`src/rtl/fpm_pkg.sv`:
```
package fpm_pkg;
  localparam int OFS_W = 12;

  typedef enum logic [1:0] {
    ST_IDLE = 2'd0,
    ST_SYNC = 2'd1,
    ST_MEAS = 2'd2,
    ST_DONE = 2'd3
  } fpm_state_e;

  // Saturating increment: stays at all ones once reached.
  function automatic logic [OFS_W-1:0] sat_inc(input logic [OFS_W-1:0] v);
    return (&v) ? v : v + 1'b1;
  endfunction

  // Result published at window close: captured count, or all ones if nothing seen.
  function automatic logic [OFS_W-1:0] pick_result(input logic seen,
                                                   input logic [OFS_W-1:0] cap);
    return seen ? cap : {OFS_W{1'b1}};
  endfunction
endpackage

```
`src/rtl/fpm_arm_qual.sv`:
```
module fpm_arm_qual (
  input  logic clk_i,
  input  logic rst_ni,
  input  logic frame_ev_i,
  input  logic start_i,
  output logic arm_o
);
  logic start_d_q;
  logic low_run_q;
  logic qual_q;

  // Rising edge of the start bit, accepted only after a qualified low frame.
  assign arm_o = start_i & ~start_d_q & qual_q;

  always_ff @(posedge clk_i) begin
    if (!rst_ni) begin
      start_d_q <= 1'b1;
      low_run_q <= 1'b0;
      qual_q    <= 1'b0;
    end else begin
      start_d_q <= start_i;
      if (start_i) begin
        low_run_q <= 1'b0;
        qual_q    <= 1'b0;
      end else if (frame_ev_i) begin
        low_run_q <= 1'b1;
        if (low_run_q) qual_q <= 1'b1;
      end
    end
  end

  AST_QUAL_NEEDS_LOW: assert property (@(posedge clk_i) disable iff (!rst_ni)
    qual_q |-> !start_d_q);
endmodule

```
`src/rtl/fpm_pos_counter.sv`:
```
module fpm_pos_counter #(
  parameter int OFS_W = fpm_pkg::OFS_W
) (
  input  logic             clk_i,
  input  logic             rst_ni,
  input  logic             frame_ev_i,
  output logic [OFS_W-1:0] pos_o
);
  import fpm_pkg::*;

  logic [OFS_W-1:0] pos_q;

  // Position of the current clock relative to the latest boundary.
  assign pos_o = frame_ev_i ? '0 : pos_q;

  always_ff @(posedge clk_i) begin
    if (!rst_ni) pos_q <= '0;
    else         pos_q <= sat_inc(pos_o);
  end

  AST_POS_SATURATES: assert property (@(posedge clk_i) disable iff (!rst_ni)
    ((&pos_q) && !frame_ev_i) |=> (&pos_q));
  AST_POS_AFTER_BOUNDARY: assert property (@(posedge clk_i) disable iff (!rst_ni)
    frame_ev_i |=> (frame_ev_i || pos_o == OFS_W'(1)));
endmodule

```
`src/rtl/fpm_capture.sv`:
```
module fpm_capture #(
  parameter int OFS_W = fpm_pkg::OFS_W
) (
  input  logic                clk_i,
  input  logic                rst_ni,
  input  logic                frame_ev_i,
  input  logic                test_ev_i,
  input  logic                start_i,
  input  logic                arm_i,
  input  logic [OFS_W-1:0]    pos_i,
  output logic                done_o,
  output logic [OFS_W-1:0]    offset_o,
  output fpm_pkg::fpm_state_e state_o
);
  import fpm_pkg::*;

  fpm_state_e       state_q;
  logic             seen_q;
  logic [OFS_W-1:0] cap_q;
  logic             done_q;
  logic [OFS_W-1:0] offset_q;

  assign done_o   = done_q;
  assign offset_o = offset_q;
  assign state_o  = state_q;

  always_ff @(posedge clk_i) begin
    if (!rst_ni) begin
      state_q  <= ST_IDLE;
      seen_q   <= 1'b0;
      cap_q    <= '0;
      done_q   <= 1'b0;
      offset_q <= '0;
    end else begin
      case (state_q)
        ST_IDLE: if (arm_i) state_q <= ST_SYNC;
        ST_SYNC: begin
          if (!start_i) state_q <= ST_IDLE;
          else if (frame_ev_i) begin
            state_q <= ST_MEAS;
            seen_q  <= test_ev_i;
            cap_q   <= pos_i;
          end
        end
        ST_MEAS: begin
          if (!start_i) state_q <= ST_IDLE;
          else if (frame_ev_i) begin
            state_q  <= ST_DONE;
            done_q   <= 1'b1;
            offset_q <= pick_result(seen_q, cap_q);
          end else if (test_ev_i && !seen_q) begin
            seen_q <= 1'b1;
            cap_q  <= pos_i;
          end
        end
        default: begin
          if (!start_i) begin
            state_q <= ST_IDLE;
            done_q  <= 1'b0;
          end
        end
      endcase
    end
  end

  AST_DONE_AT_BOUNDARY: assert property (@(posedge clk_i) disable iff (!rst_ni)
    $rose(done_q) |-> $past(frame_ev_i));
  AST_DONE_NEEDS_START: assert property (@(posedge clk_i) disable iff (!rst_ni)
    !start_i |=> !done_q);
  AST_OFFSET_HOLD: assert property (@(posedge clk_i) disable iff (!rst_ni)
    !$rose(done_q) |-> $stable(offset_q));
endmodule

```
`src/rtl/frame_offset_meter.sv`:
```
module frame_offset_meter #(
  parameter int OFS_W = fpm_pkg::OFS_W
) (
  input  logic             clk_i,
  input  logic             rst_ni,
  input  logic             ref_fp_ni,
  input  logic             test_fp_ni,
  input  logic             start_i,
  output logic             done_o,
  output logic [OFS_W-1:0] offset_o
);
  import fpm_pkg::*;

  logic             frame_ev;
  logic             test_ev;
  logic             arm_ev;
  logic [OFS_W-1:0] pos;
  fpm_state_e       state;

  assign frame_ev = ~ref_fp_ni;
  assign test_ev  = ~test_fp_ni;

  fpm_arm_qual u_arm (
    .clk_i      (clk_i),
    .rst_ni     (rst_ni),
    .frame_ev_i (frame_ev),
    .start_i    (start_i),
    .arm_o      (arm_ev)
  );

  fpm_pos_counter #(.OFS_W(OFS_W)) u_pos (
    .clk_i      (clk_i),
    .rst_ni     (rst_ni),
    .frame_ev_i (frame_ev),
    .pos_o      (pos)
  );

  fpm_capture #(.OFS_W(OFS_W)) u_cap (
    .clk_i      (clk_i),
    .rst_ni     (rst_ni),
    .frame_ev_i (frame_ev),
    .test_ev_i  (test_ev),
    .start_i    (start_i),
    .arm_i      (arm_ev),
    .pos_i      (pos),
    .done_o     (done_o),
    .offset_o   (offset_o),
    .state_o    (state)
  );

  AST_ARM_IN_IDLE: assert property (@(posedge clk_i) disable iff (!rst_ni)
    arm_ev |-> (state == ST_IDLE));
endmodule

```
`config.mk`:
```
export PLATFORM = sky130hd
export DESIGN_NAME = frame_offset_meter
export DESIGN_NICKNAME = d
export VERILOG_FILES = /design/src/rtl/fpm_pkg.sv /design/src/rtl/fpm_arm_qual.sv /design/src/rtl/fpm_pos_counter.sv /design/src/rtl/fpm_capture.sv /design/src/rtl/frame_offset_meter.sv
export SDC_FILE = /design/constraint.sdc
export NUM_CORES = 1
export LEC_CHECK = 0
export ABC_AREA = 1
export BUFFER_PORTS_ARGS = -buffer_cell sky130_fd_sc_hd__buf_2
export CAP_MARGIN = 20
export CORE_MARGIN = 1.5
export CORE_UTILIZATION = 61
export CTS_BUF_LIST = sky130_fd_sc_hd__clkbuf_4 sky130_fd_sc_hd__clkbuf_8
export DETAILED_ROUTE_END_ITERATION = 12
export PLACE_DENSITY = 0.8
export SETUP_SLACK_MARGIN = 0.2
export SYNTH_ARGS = -nofsm -noshare
export SYNTH_HDL_FRONTEND = slang
export SYNTH_SLANG_ARGS = --single-unit
```
`constraint.sdc`:
```
create_clock -name clk_i -period 1.84 [get_ports clk_i]
set_input_delay 0 -clock clk_i [delete_from_list [all_inputs] [get_ports clk_i]]
set_output_delay 0 -clock clk_i [all_outputs]
set_load 0.005 [all_outputs]
```
# Word-level counts from Yosys, hierarchy flattened
# Cells that the tools add are included.
classes:
  n_mux: 26
  n_reduce_logical: 12
  eq_ne: 13
  n_bitwise: 7
  n_addsub: 1
ops:
  columns: ["operator", "n"]
  rows:
  - ["12-bit 2-to-1 mux", 8]
  - ["12-bit case mux with 2 select lines", 1]
  - ["12-bit by 1-bit adder with 12-bit output (second input constant)", 1]
  - ["2-bit 2-to-1 mux", 6]
  - ["2-bit != test (second input constant)", 6]
  - ["12-bit AND reduction", 1]
  - ["1-bit 2-to-1 mux", 8]
  - ["4-bit AND reduction", 2]
  - ["3-bit != test (second input constant)", 2]
  - ["2-bit case mux with 3 select lines", 1]
  - ["6-bit AND reduction", 1]
  - ["1-bit inverter", 5]
  - ["2-bit by 1-bit != test with 1-bit output (second input constant)", 2]
  - ["4-bit by 1-bit != test with 1-bit output (second input constant)", 1]
  - ["1-bit case mux with 2 select lines", 2]
  - ["2-bit OR reduction", 2]
  - ["3-bit AND reduction", 1]
  - ["1-bit bitwise AND", 2]
  - ["2-bit by 1-bit == test with 1-bit output (second input constant)", 1]
  - ["2-bit == test (second input constant)", 1]
  - ["2-bit logical NOT", 1]
  - ["2-bit AND reduction", 1]
  - ["2-bit nonzero test", 1]
  - ["1-bit logical AND", 1]
  - ["1-bit logical NOT", 1]
totals:
  register_bits: 43
  output_inout_bits: 13
  word_cells: 68
  input_bits: 5

# Logic depth before layout (Yosys ltp)
# Gate-level depths: netlist (run 1).
depth:
  ltp_word: 6
  mapped_depth: 13
  depth_no_buf: 11

# Hierarchy
# From an unflattened synthesis (run 1), not the netlist that was laid out.
hier_totals:
  hier_cells: 302
  hier_area_um2: 2167.1
by_module_without_submodules:
  columns: ["mod", "cells_per_inst", "seq_area_each_um2", "instances", "area_each_um2"]
  rows:
  - ["fpm_capture", 174, 560.5, 1, 1268.7]
  - ["fpm_pos_counter", 115, 240.2, 1, 787.0]
  - ["fpm_arm_qual", 11, 60.1, 1, 103.8]
  - ["frame_offset_meter", 2, 0.0, 1, 7.5]

# Worst setup path before layout (run 1)
# Ideal clock, no wire load.
synth_timing:
  path_kind: "reg-to-reg"
  from: "register u_cap.state_q[0], in the netlist u_cap.state_o[0]"
  to: "register u_cap.cap_q[8]"
  required_ns: 1.724
  arrival_time_ns: 1.341
  synth_period_minus_slack_ns: 1.457
  setup_slack_ns: 0.383
  n_path_buf: 1
  stages_incl_launch_ff: 10
  setup_time_ns: 0.116
  cell_sequence: "dfxtp_1 -> inv_1 -> ha_1 -> o21ai_1 -> a21oi_1 -> nand2_2 -> inv_2 -> buf_4 -> nor2_1 -> nor2_1"
synth_between:
  elab_chain_cells: 3
  elab_cells_between_ends: 10
  cone_classes: "eq/ne (7); mux (1); reduce/logical (2)"
synth_rtl:
  columns: ["element", "line_no", "rtl"]
  rows:
  - ["start: declaration", "fpm_capture.sv:17", "fpm_state_e state_q;"]
  - ["start signal: assignment", "fpm_capture.sv:29", "state_q <= ST_IDLE;"]
  - ["start signal: assignment", "fpm_capture.sv:36", "ST_IDLE: if (arm_i) state_q <= ST_SYNC;"]
  - ["start signal: assignment", "fpm_capture.sv:38", "if (!start_i) state_q <= ST_IDLE;"]
  - ["2-bit == test or 2-bit by 1-bit == test with 1-bit output (tied branches)", "fpm_capture.sv:35", "case (state_q)"]
  - ["2-bit by 1-bit != test with 1-bit output (no source line) (tied with other cells)", null, null]
  - ["6-bit AND reduction (no source line)", null, null]
  - ["end signal: assignment", "fpm_capture.sv:42", "cap_q <= pos_i;"]
  - ["end signal: assignment", "fpm_capture.sv:53", "cap_q <= pos_i;"]
  - ["end: declaration", "fpm_capture.sv:19", "logic [OFS_W-1:0] cap_q;"]
# Parallel ways exist; a longest one is shown, timed or not.
# A chain may end at the register's enable or synchronous reset.

# Final worst setup path (run 1)
layout_timing:
  from: "register u_pos.pos_q[1]"
  to: "register u_pos.pos_q[11]"
layout_between:
  elab_chain_cells: 3
  elab_cells_between_ends: 4
  cone_classes: "add/sub (1); mux (2); reduce/logical (1)"
layout_rtl:
  columns: ["element", "line_no", "rtl"]
  rows:
  - ["start: declaration", "fpm_pos_counter.sv:11", "logic [OFS_W-1:0] pos_q;"]
  - ["start signal: assignment", "fpm_pos_counter.sv:18", "else pos_q <= sat_inc(pos_o);"]
  - ["12-bit 2-to-1 mux (*)", "fpm_pos_counter.sv:14", "assign pos_o = frame_ev_i ? '0 : pos_q;"]
  - ["net pos[1]", "frame_offset_meter.sv:17", "logic [OFS_W-1:0] pos;"]
  - ["12-bit by 1-bit adder with 12-bit output or 12-bit AND reduction (tied branches)", "fpm_pkg.sv:13", "return (&v) ? v : v + 1'b1;"]
  - ["12-bit 2-to-1 mux (*)", "fpm_pkg.sv:13", null]
# Mark *: on every way through the listed nets, which the timed path passes. The rest lies on a longest branch.

==> results of run 1 <==
[tightest hold or removal path: stages]
cell and delay, ps:
dlygate4sd3_1 520, buf_2 140, inv_1 50, nand2_1 100
[layer usage]
metal | GRT usage | vias to the layer above | part of all wire
met5 | 0 | - | 0
met4 | 0.0984 | 0 | 0.027
met3 | 0.0786 | 14 | 0.053
met2 | 0.394 | 43 | 0.46
met1 | 0.328 | 787 | 0.46
li1 | - | 910 | -
[final timing paths]
kind,slack (ps),end,from
setup / recovery,240,u_pos.pos_q[11],u_pos.pos_q[1]
hold / removal,460,u_arm.start_d_q,start_i
setup reg to reg,240,u_pos.pos_q[11],u_pos.pos_q[1]
hold reg to reg,470,u_arm.low_run_q,u_arm.low_run_q
[kinds of logic after synthesis]
| logic type | count (synthesis) | synth area share |
|---|---|---|
| flip-flops | 43 | 0.441 |
| XOR/XNOR | 4 | 0.0179 |
| AND/OR/NAND/NOR | 133 | 0.304 |
| buffers and inverters | 34 | 0.0756 |
| AO/OA/AOI/OAI | 49 | 0.129 |
| adder cells (fa/ha/maj) | 5 | 0.0320 |
[area by class of cell]
type	count	area, sq um	share of cell area
inverters	24	92.6	0.0416
clock inverters	3	23.8	0.0107
multi-input cells	192	986	0.443
clock buffers	5	37.5	0.0169
flip-flops and latches	43	866	0.389
well taps	44	55.1	0.0247
repair buffers	26	166	0.0747
[state kept, by name, indices dropped and copies added, names as in the netlist]
register         count
u_arm.low_run_q      1
u_arm.qual_q         1
u_arm.start_d_q      1
u_cap.cap_q         12
u_cap.done_o         1
u_cap.offset_o      12
u_cap.seen_q         1
u_cap.state_o        2
u_pos.pos_q         12
[power groups by stage]
stage | registers (uW) | logic [uW] | clock network, uW
global route | 1200 | 776 | 541
global placement | 1190 | 593 | 0
CTS | 1170 | 626 | 499
finish | 1180 | 671 | 502
detailed placement | 1190 | 612 | 0
floorplan | 1180 | 490 | 0
[synthesized netlist by cell type (all sizes together)]
master | instances | area (sq um)
nand3 | 17 | 85.1
clkbuf | 5 | 18.8
nor4 | 1 | 6.26
o21ai | 24 | 120
a221oi | 1 | 8.76
ha | 5 | 62.6
buf | 5 | 38.8
o31ai | 1 | 7.51
or2 | 1 | 6.26
a21oi | 22 | 110
xor2 | 4 | 35.0
nand4 | 2 | 12.5
a31oi | 1 | 6.26
inv | 24 | 90.1
nor3 | 2 | 21.3
nand2 | 64 | 268
dfxtp | 43 | 861
nor2 | 46 | 195
[metrics by stage]
stage,utilization,total power (uW),setup WS [ps],cell area [sq um],instances
final,0.730,2360,238,2230,337
after global routing,0.730,2520,152,2230,337
after CTS,0.708,2300,223,2160,334
after detailed placement,0.674,1800,197,2060,322
after global placement,0.674,1780,238,2060,322
after floorplan,-,1670,383,1950,268
[repair_timing]
item / in CTS / in global routing
pin swaps: 0 / 5
setup buffers: 0 / 2
cloned: 0 / 1
hold endpoints to repair: 7 / 0
gates resized for setup: 1 / 13
hold buffers: 4 / 0
setup endpoints to repair: 2 / 29
==> impl_metrics.ini, run 1 <==
[outcome]
status = finished clean

[floorplan]
io_pins = 18
die_area_sq_um = 3550
coreArea_sq_um = 3050
dieWidth_microns = 59.6
die_y_microns = 59.6
initial_core_util = 0.640
std_cell_rows = 20

[power]
combPwrFrac = 0.285
power.share.sequential = 0.502
power.share.switching = 0.363
power_frac_clock = 0.213
ir_drop_mv = 0.681
p_int_uw = 1500
leakagePower_uw = 0.000963
power.switching_uw = 854
cellPowerDensity_nw_per_um2 = 1060

[layout]
drive_gt1_frac = 0.184
fillers = 270
insertedDiodeCount = 0
layout_commonest_cell = nand2_1
syn2layout_area_growth_pct = 14.0
fin_nets = 302
layout_common_cells = nand2_1, nor2_1, dfxtp_1

[min_path]
worstHoldPathType = primary input to flop
holdPathStages = 4

[clock_tree]
cts_buffer_depth = 2
cts.sinks = 43
insertion_delay_ps = 380
cts_root_buf = clkbuf_4
cts_made_buffers = 5
clkSlewWorstSetupHoldPaths_ps = 140
cts_max_level = 2
cts_tree = done

[timing]
maxSlewViolCount = 0
max_slew_margin = 0.572
min_period_over_period = 0.871
skew_ps = 18.1
fin_tns_setup_ps = 0
worst_slew_pin_slew_ps = 642
fin_crit_ps = 1600
max_freq_mhz = 624
rsz0062_at_grt = false
finalHoldViolations = 0
setup_viol = 0
hold_ws_ps = 457

[global_route]
grt_pass1_vias = 1512
grt_max_degree = 23
grt_usage = 0.253
grt_antenna_before_repair = 0
grt_overflow = 0
grt_first_pass_wirelength_microns = 6600

[setup_path]
slowest_delay_ps = 350
crit_family = simple AND/OR/NAND/NOR gates
cp_common_cell = nand2_1
worstPathMaxFanout = 5
crit_required_ps = 2170
path_buf_inv = 2
cp.depth = 11
worst_setup_path_start_kind = flop
worst-setup-path-type = flop to flop
crit_path_cell_trace = nand2_1 -> inv_2 -> ha_4 -> nand2_1 -> nor2_4 -> nand2_2 -> nor2_4 -> nand2_2 -> nand3_1 -> nand2_1 -> inv_1
r2r_cells = 11
crit_arrival_ps = 1940
critical-path-slowest-cell = dfxtp_2
critPathCaptureType = flop

[place]
portBuffers = 17
hpwlAfterDp_microns = 2920
globalplace.congestion = 0.873

[routing]
drc = 0
drt-vias-per-instance = 5.20
final_antenna_net_count = 0
vias = 1754
drtIter0Drc = 111
wl_per_cell_microns = 12.7
wirelength_microns = 4270
dr.pass1.iters = 4

[synthesis]
synthesis.nets = 278
avgSynthCellArea_sq_um = 7.29
yosysWarnings = 0
syn_area_sq_um = 1950
synth_cell_type_count = 28
synth_seq_cells = 43
ys_seq_area_frac = 0.441
syn_inst = 268

[job]
maxCapViolations = 0
(Power assumes the default switching activity.)
==> inputs of run 2 (changes only) <==
ABC_AREA = default   (was 1)
CORE_ASPECT_RATIO = 0.6   (was default)
PLACE_DENSITY = 0.79   (was 0.8)
==> run 2 against run 1 <==
  * Worst setup slack got worse by 5.0 ps
  * Non-clock buffer count increased by 5
  * Sequential share of layout area decreased by 3.4 points
  * Area after synthesis is 4.2% higher
  * Synthesized cell count down 20%
  * Fmax shrank 0.31%
  * Clock-buffer cell count is the same
==> impl_metrics.ini, run 2 <==
[global_route]
grt_first_pass_wirelength_microns = 6940
grt_overflow = 0
grt_usage = 0.253
grt_pass1_vias = 1508
grt_antenna_before_repair = 0
grt_max_degree = 27

[synthesis]
yosysTopAreaCell = dfxtp_1
yosysWarnings = 0
synth_edf_count = 0
yosysTopAreaCellShare = 0.423
synth_seq_cells = 43
avgSynthCellArea_sq_um = 9.46
syn_area_sq_um = 2030
synth_most_common_cell = dfxtp_1
synthTopCellsByArea = dfxtp_1, mux2i_1, o211a_1
synth.cells.most_frequent = dfxtp_1, nand2_1, mux2i_1, nand3_1, nand3b_1
synthFlopType = dfxtp_1
synth_cell_type_count = 41
synthesis.nets = 225
syn_inst = 215
async_reset_ff_frac = 0
ys_seq_area_frac = 0.423

[setup_path]
critical-path-slowest-cell = dfxtp_1
slowest_delay_ps = 350
worstPathMaxFanout = 4
worst-setup-path-type = flop to flop
crit_arrival_ps = 1850
crit_path_cell_trace = and2_4 -> ha_4 -> and3_4 -> nand3_4 -> nor4_4 -> mux2i_1
critPathCaptureType = flop
crit_family = simple AND/OR/NAND/NOR gates
crit_required_ps = 2080
worst_setup_path_start_kind = flop
path_buf_inv = 0

[min_path]
worstHoldPathType = primary input to flop

[floorplan]
io_pins = 18
die_y_microns = 47.7
coreArea_sq_um = 3020
std_cell_rows = 15
dieWidth_microns = 77.6
die_area_sq_um = 3700
initial_core_util = 0.673

[layout]
stdcell_count = 280
fin_nets = 247
layout_commonest_cell = dfxtp_1
syn2layout_area_growth_pct = 20.0
drive_gt1_frac = 0.252
layout_common_cells = dfxtp_1, nand2_1, mux2i_1
insertedDiodeCount = 0

[timing]
worst_slew_pin_slew_ps = 586
max_freq_mhz = 622
finalHoldViolations = 0
min_period_over_period = 0.873
max_slew_margin = 0.609
fin_tns_setup_ps = 0
fin_crit_ps = 1610
hold_ws_ps = 55.4
skew_ps = 10.8
setup_viol = 0
rsz0062_at_grt = true
maxSlewViolCount = 0

[clock_tree]
cts_max_level = 2
cts_made_buffers = 5
cts_buffer_depth = 2
insertion_delay_ps = 310
cts_root_buf = clkbuf_8
cts_tree = done
clkSlewWorstSetupHoldPaths_ps = 90
cts.sinks = 43

[routing]
vias = 1740
wl_per_cell_microns = 16.7
wirelength_microns = 4680
drtIter0Drc = 119
final_antenna_net_count = 0
drc = 0
dr.pass1.iters = 4
drt-vias-per-instance = 6.21

[power]
finalPower_uw = 1830
leakagePower_uw = 0.00104
cellPowerDensity_nw_per_um2 = 748
ir_drop_mv = 0.501

[place]
hpwlAfterDp_microns = 2910
dp_cells = 265
globalplace.congestion = 0.831
portBuffers = 17

[job]
maxCapViolations = 0

[outcome]
status = finished clean
[run 2: worst reg2reg max path, cell delays in order (launching register included)]
cell and delay, ps:
dfxtp_1 350, and2_4 180, ha_4 180, and3_4 230, nand3_4 110, nor4_4 300
mux2i_1 210
[run 2: worst paths after layout]
kind                       start               to  slack, ps  cells after the start
hold / removal            rst_ni   u_pos.pos_q[3]         60                      3
hold reg to reg   u_cap.cap_q[4]   u_cap.cap_q[4]        460                      2
setup reg to reg  u_pos.pos_q[1]  u_pos.pos_q[10]        230                      6
setup / recovery  u_pos.pos_q[1]  u_pos.pos_q[10]        230                      6
[run 2: per-stage QoR]
step                worst slack, ps  utilization  instance area, sq um
floorplan                       196            -                  2060
global placement                103        0.725                  2190
detailed placement             8.77        0.725                  2190
CTS                             209        0.775                  2340
global route                    170        0.808                  2440
finish                          233        0.808                  2440
[run 2: what timing repair did]
item                                    4_1_cts  5_1_grt
endpoints found under the setup margin       24       23
endpoints found under the hold margin         0        0
pin swaps                                     2        7
hold buffers                                  0        0
setup buffers                                 2        4
gates cloned                                  0        1
gates resized for setup                       5       11
[run 2: power by group]
group	total [uW]	internal (uW)	leakage, uW	switching, uW
sequential	949	939	0.000349	9.64
clock	747	404	0.0000581	343
combinational	131	53.9	0.000638	76.9
[run 2: routing by layer]
metal / wire [microns] / track usage / vias to the layer above / part of all wire
li1: - / - / 816 / -
met1: 1960 / 0.306 / 831 / 0.42
met2: 2210 / 0.454 / 69 / 0.47
met3: 331 / 0.0590 / 24 / 0.071
met4: 182 / 0.113 / 0 / 0.039
met5: 0 / 0 / - / 0
[run 2: layout make-up]
class	count	area, sq um
multi-input cells	149	1160
clock buffers	5	68.8
flip-flops and latches	43	867
inverters	7	26.3
clock inverters	3	43.8
fillers	178	581
well taps	42	52.6
repair buffers	31	220
[run 2: logic make-up after synthesis]
family	after synthesis	share of synthesized area
muxes	19	0.0935
buffers and inverters	23	0.0480
and+or+nand+nor	87	0.255
DFF	43	0.423
adders and majority gates	5	0.0308
xor gates and xnor gates	2	0.00861
AOI/OAI and AO/OA	36	0.141
==> inputs of run 3 (changes only) <==
SYNTH_HIERARCHICAL = 1   (was default)
==> run 3 against run 2 <==
  * Worst hold slack improved by 39 ps
  * Critical path type unchanged
  * Highest routed layer unchanged
  * Critical path depth unchanged
  * Critical endpoint is now u_pos/pos_q[9]
  * Area after synthesis decreased by 0.74%
  * Combinational power decreased by 41%
==> impl_metrics.ini, run 3 <==
[outcome]
status = finished clean

[synthesis]
synth.cells.most_frequent = dfxtp_1, nand2_1, mux2i_1, nand3b_1, o211a_1
yosysTopAreaCell = dfxtp_1
yosysTopAreaCellShare = 0.426
ys_seq_area_frac = 0.426
synthesis.nets = 222
synth_seq_cells = 43
syn_inst = 216
synth_most_common_cell = dfxtp_1
synth_cell_type_count = 48
yosysWarnings = 6
syn_area_sq_um = 2020
avgSynthCellArea_sq_um = 9.35
synth_edf_count = 0
async_reset_ff_frac = 0
synthFlopType = dfxtp_1
synthTopCellsByArea = dfxtp_1, mux2i_1, nand2_1

[layout]
syn2layout_area_growth_pct = 17.8
seqCellArea_sq_um = 873
fin_nets = 246
layout_commonest_cell = dfxtp_1
design_area_sq_um = 2380
fillers = 185
drive_gt1_frac = 0.257
fin_util = 0.793
insertedDiodeCount = 0
stdcell_count = 283
layout_common_cells = dfxtp_1, nand2_1, buf_2, mux2i_1, nand3b_1
multiInputGateArea_sq_um = 1140

[global_route]
grt_usage = 0.257
grt_pass1_vias = 1541
top_usage_layer = met2
grt_max_degree = 54
gr-usage-met3 = 0.0610
grt_first_pass_wirelength_microns = 7000
grt_overflow = 0
use_met2 = 0.475
gr-usage-met1 = 0.293
grt_antenna_before_repair = 0

[setup_path]
crit_arrival_ps = 1850
worst_setup_path_start_kind = flop
worst-setup-path-type = flop to flop
crit_path_cell_trace = nor2b_4 -> ha_4 -> inv_1 -> nor3_2 -> nor2_1 -> mux2_1
critical-path-slowest-cell = dfxtp_2
crit_required_ps = 2030
worstPathMaxFanout = 3
rr_endpoint = u_pos/pos_q[9]
r2r_cells = 6
r2r_start = u_pos/pos_q[1]
crit_start = u_pos/pos_q[1]
slowest_delay_ps = 370
r2r_slack_ps = 190
critPathCaptureType = flop

[power]
leakagePower_uw = 0.00107
cellPowerDensity_nw_per_um2 = 714
ir_drop_mv = 0.427

[min_path]
hold_path_end = u_cap/seen_q
hp-start = test_fp_ni
worstHoldPathType = primary input to flop
holdPathStages = 4

[routing]
wirelength_microns = 4790
drt-vias-per-instance = 6.05
wl_per_cell_microns = 16.9
dr.pass1.iters = 5
vias = 1711
drc = 0
drtIter0Drc = 127
final_antenna_net_count = 0

[timing]
fin_tns_setup_ps = 0
skew_ps = 4.66
rsz0062_at_grt = true
maxSlewViolCount = 0
max_freq_mhz = 605
worst_slew_pin_slew_ps = 536
fin_crit_ps = 1650
min_period_over_period = 0.898
max_slew_margin = 0.642
setup_viol = 0
finalHoldViolations = 0

[clock_tree]
insertion_delay_ps = 310
cts_made_buffers = 5
cts.sinks = 43
cts_tree = done
cts_buffer_depth = 2
cts_max_level = 2
cts_root_buf = clkbuf_8
clkSlewWorstSetupHoldPaths_ps = 80

[floorplan]
io_pins = 18
dieWidth_microns = 77.3
std_cell_rows = 15
die_area_sq_um = 3680
die_y_microns = 47.6
initial_core_util = 0.673
coreArea_sq_um = 3000

[place]
globalplace.congestion = 0.791
hpwlAfterDp_microns = 2940
portBuffers = 17
dp_cells = 268
post_dp_cell_area_sq_um = 2140

[job]
maxCapViolations = 0
[run 3: kinds of logic (layout without fill, tap and decap cells)]
| logic type | count (synthesis) | in the layout | synth area share |
|---|---|---|---|
| muxes | 19 | 19 | 0.0954 |
| buffers and inverters | 17 | 42 | 0.0465 |
| AOI/OAI and AO/OA | 34 | 34 | 0.130 |
| DFF | 43 | 43 | 0.426 |
| adders and majority gates | 1 | 1 | 0.00619 |
| xor gates and xnor gates | 1 | 1 | 0.00434 |
| and+or+nand+nor | 101 | 101 | 0.292 |
[run 3: final cells by class]
type                            count  area share
Timing Repair Buffer               29      0.0815
Clock buffer                        7      0.0405
Tap cell                           42      0.0221
Clock inverter                      1     0.00315
Inverter                            5     0.00789
Sequential cell                    43       0.367
Multi-Input combinational cell    156       0.478
[run 3: power breakdown]
group / total (uW) / leakage (uW) / switching, uW / internal, uW
Sequential: 939 / 0.000351 / 4.20 / 934
Combinational: 77.1 / 0.000673 / 47.2 / 30.0
Clock: 684 / 0.0000505 / 342 / 342
[run 3: worst max-delay path by stage]
stage,endpoint,slack (ps),cells after the start
final,u_pos/pos_q[9],190,6
after global routing,u_pos/pos_q[0],170,7
after CTS,u_pos/pos_q[11],200,4
after detailed placement,u_pos/pos_q[10],60,7
after global placement,u_pos/pos_q[5],230,6
after floorplan,u_pos/pos_q[2],200,6
[run 3: worst max-delay path, delay by kind of cell, from the launching register on]
family | cells | cell delay, ps
buf+inv | 1 | 100
mux | 1 | 330
flops | 1 | 370
fa+ha+maj | 1 | 190
simple gates | 3 | 560
[run 3: timing repair]
action | 4_1_cts | 5_1_grt
pin swaps | 0 | 6
hold endpoints to repair | 1 | 0
hold buffers | 1 | 0
setup endpoints to repair | 12 | 12
cloned | 0 | 1
buffers inserted | 0 | 5
gates resized for setup | 9 | 14
[run 3: through the flow]
step | power [uW] | setup WS, ps | hold WS [ps]
after floorplan | 1000 | 203 | 80.7
after global placement | 1020 | 230 | 288
after detailed placement | 1030 | 63.6 | 311
after CTS | 1680 | 203 | 87.9
after global routing | 1730 | 173 | 119
final | 1700 | 188 | 94.1
[run 3: layer usage]
| metal | vias to the layer above | wire (microns) |
|---|---|---|
| li1 | 808 | - |
| met1 | 806 | 2050 |
| met2 | 78 | 2290 |
| met3 | 19 | 332 |
| met4 | 0 | 123 |
| met5 | - | 0 |
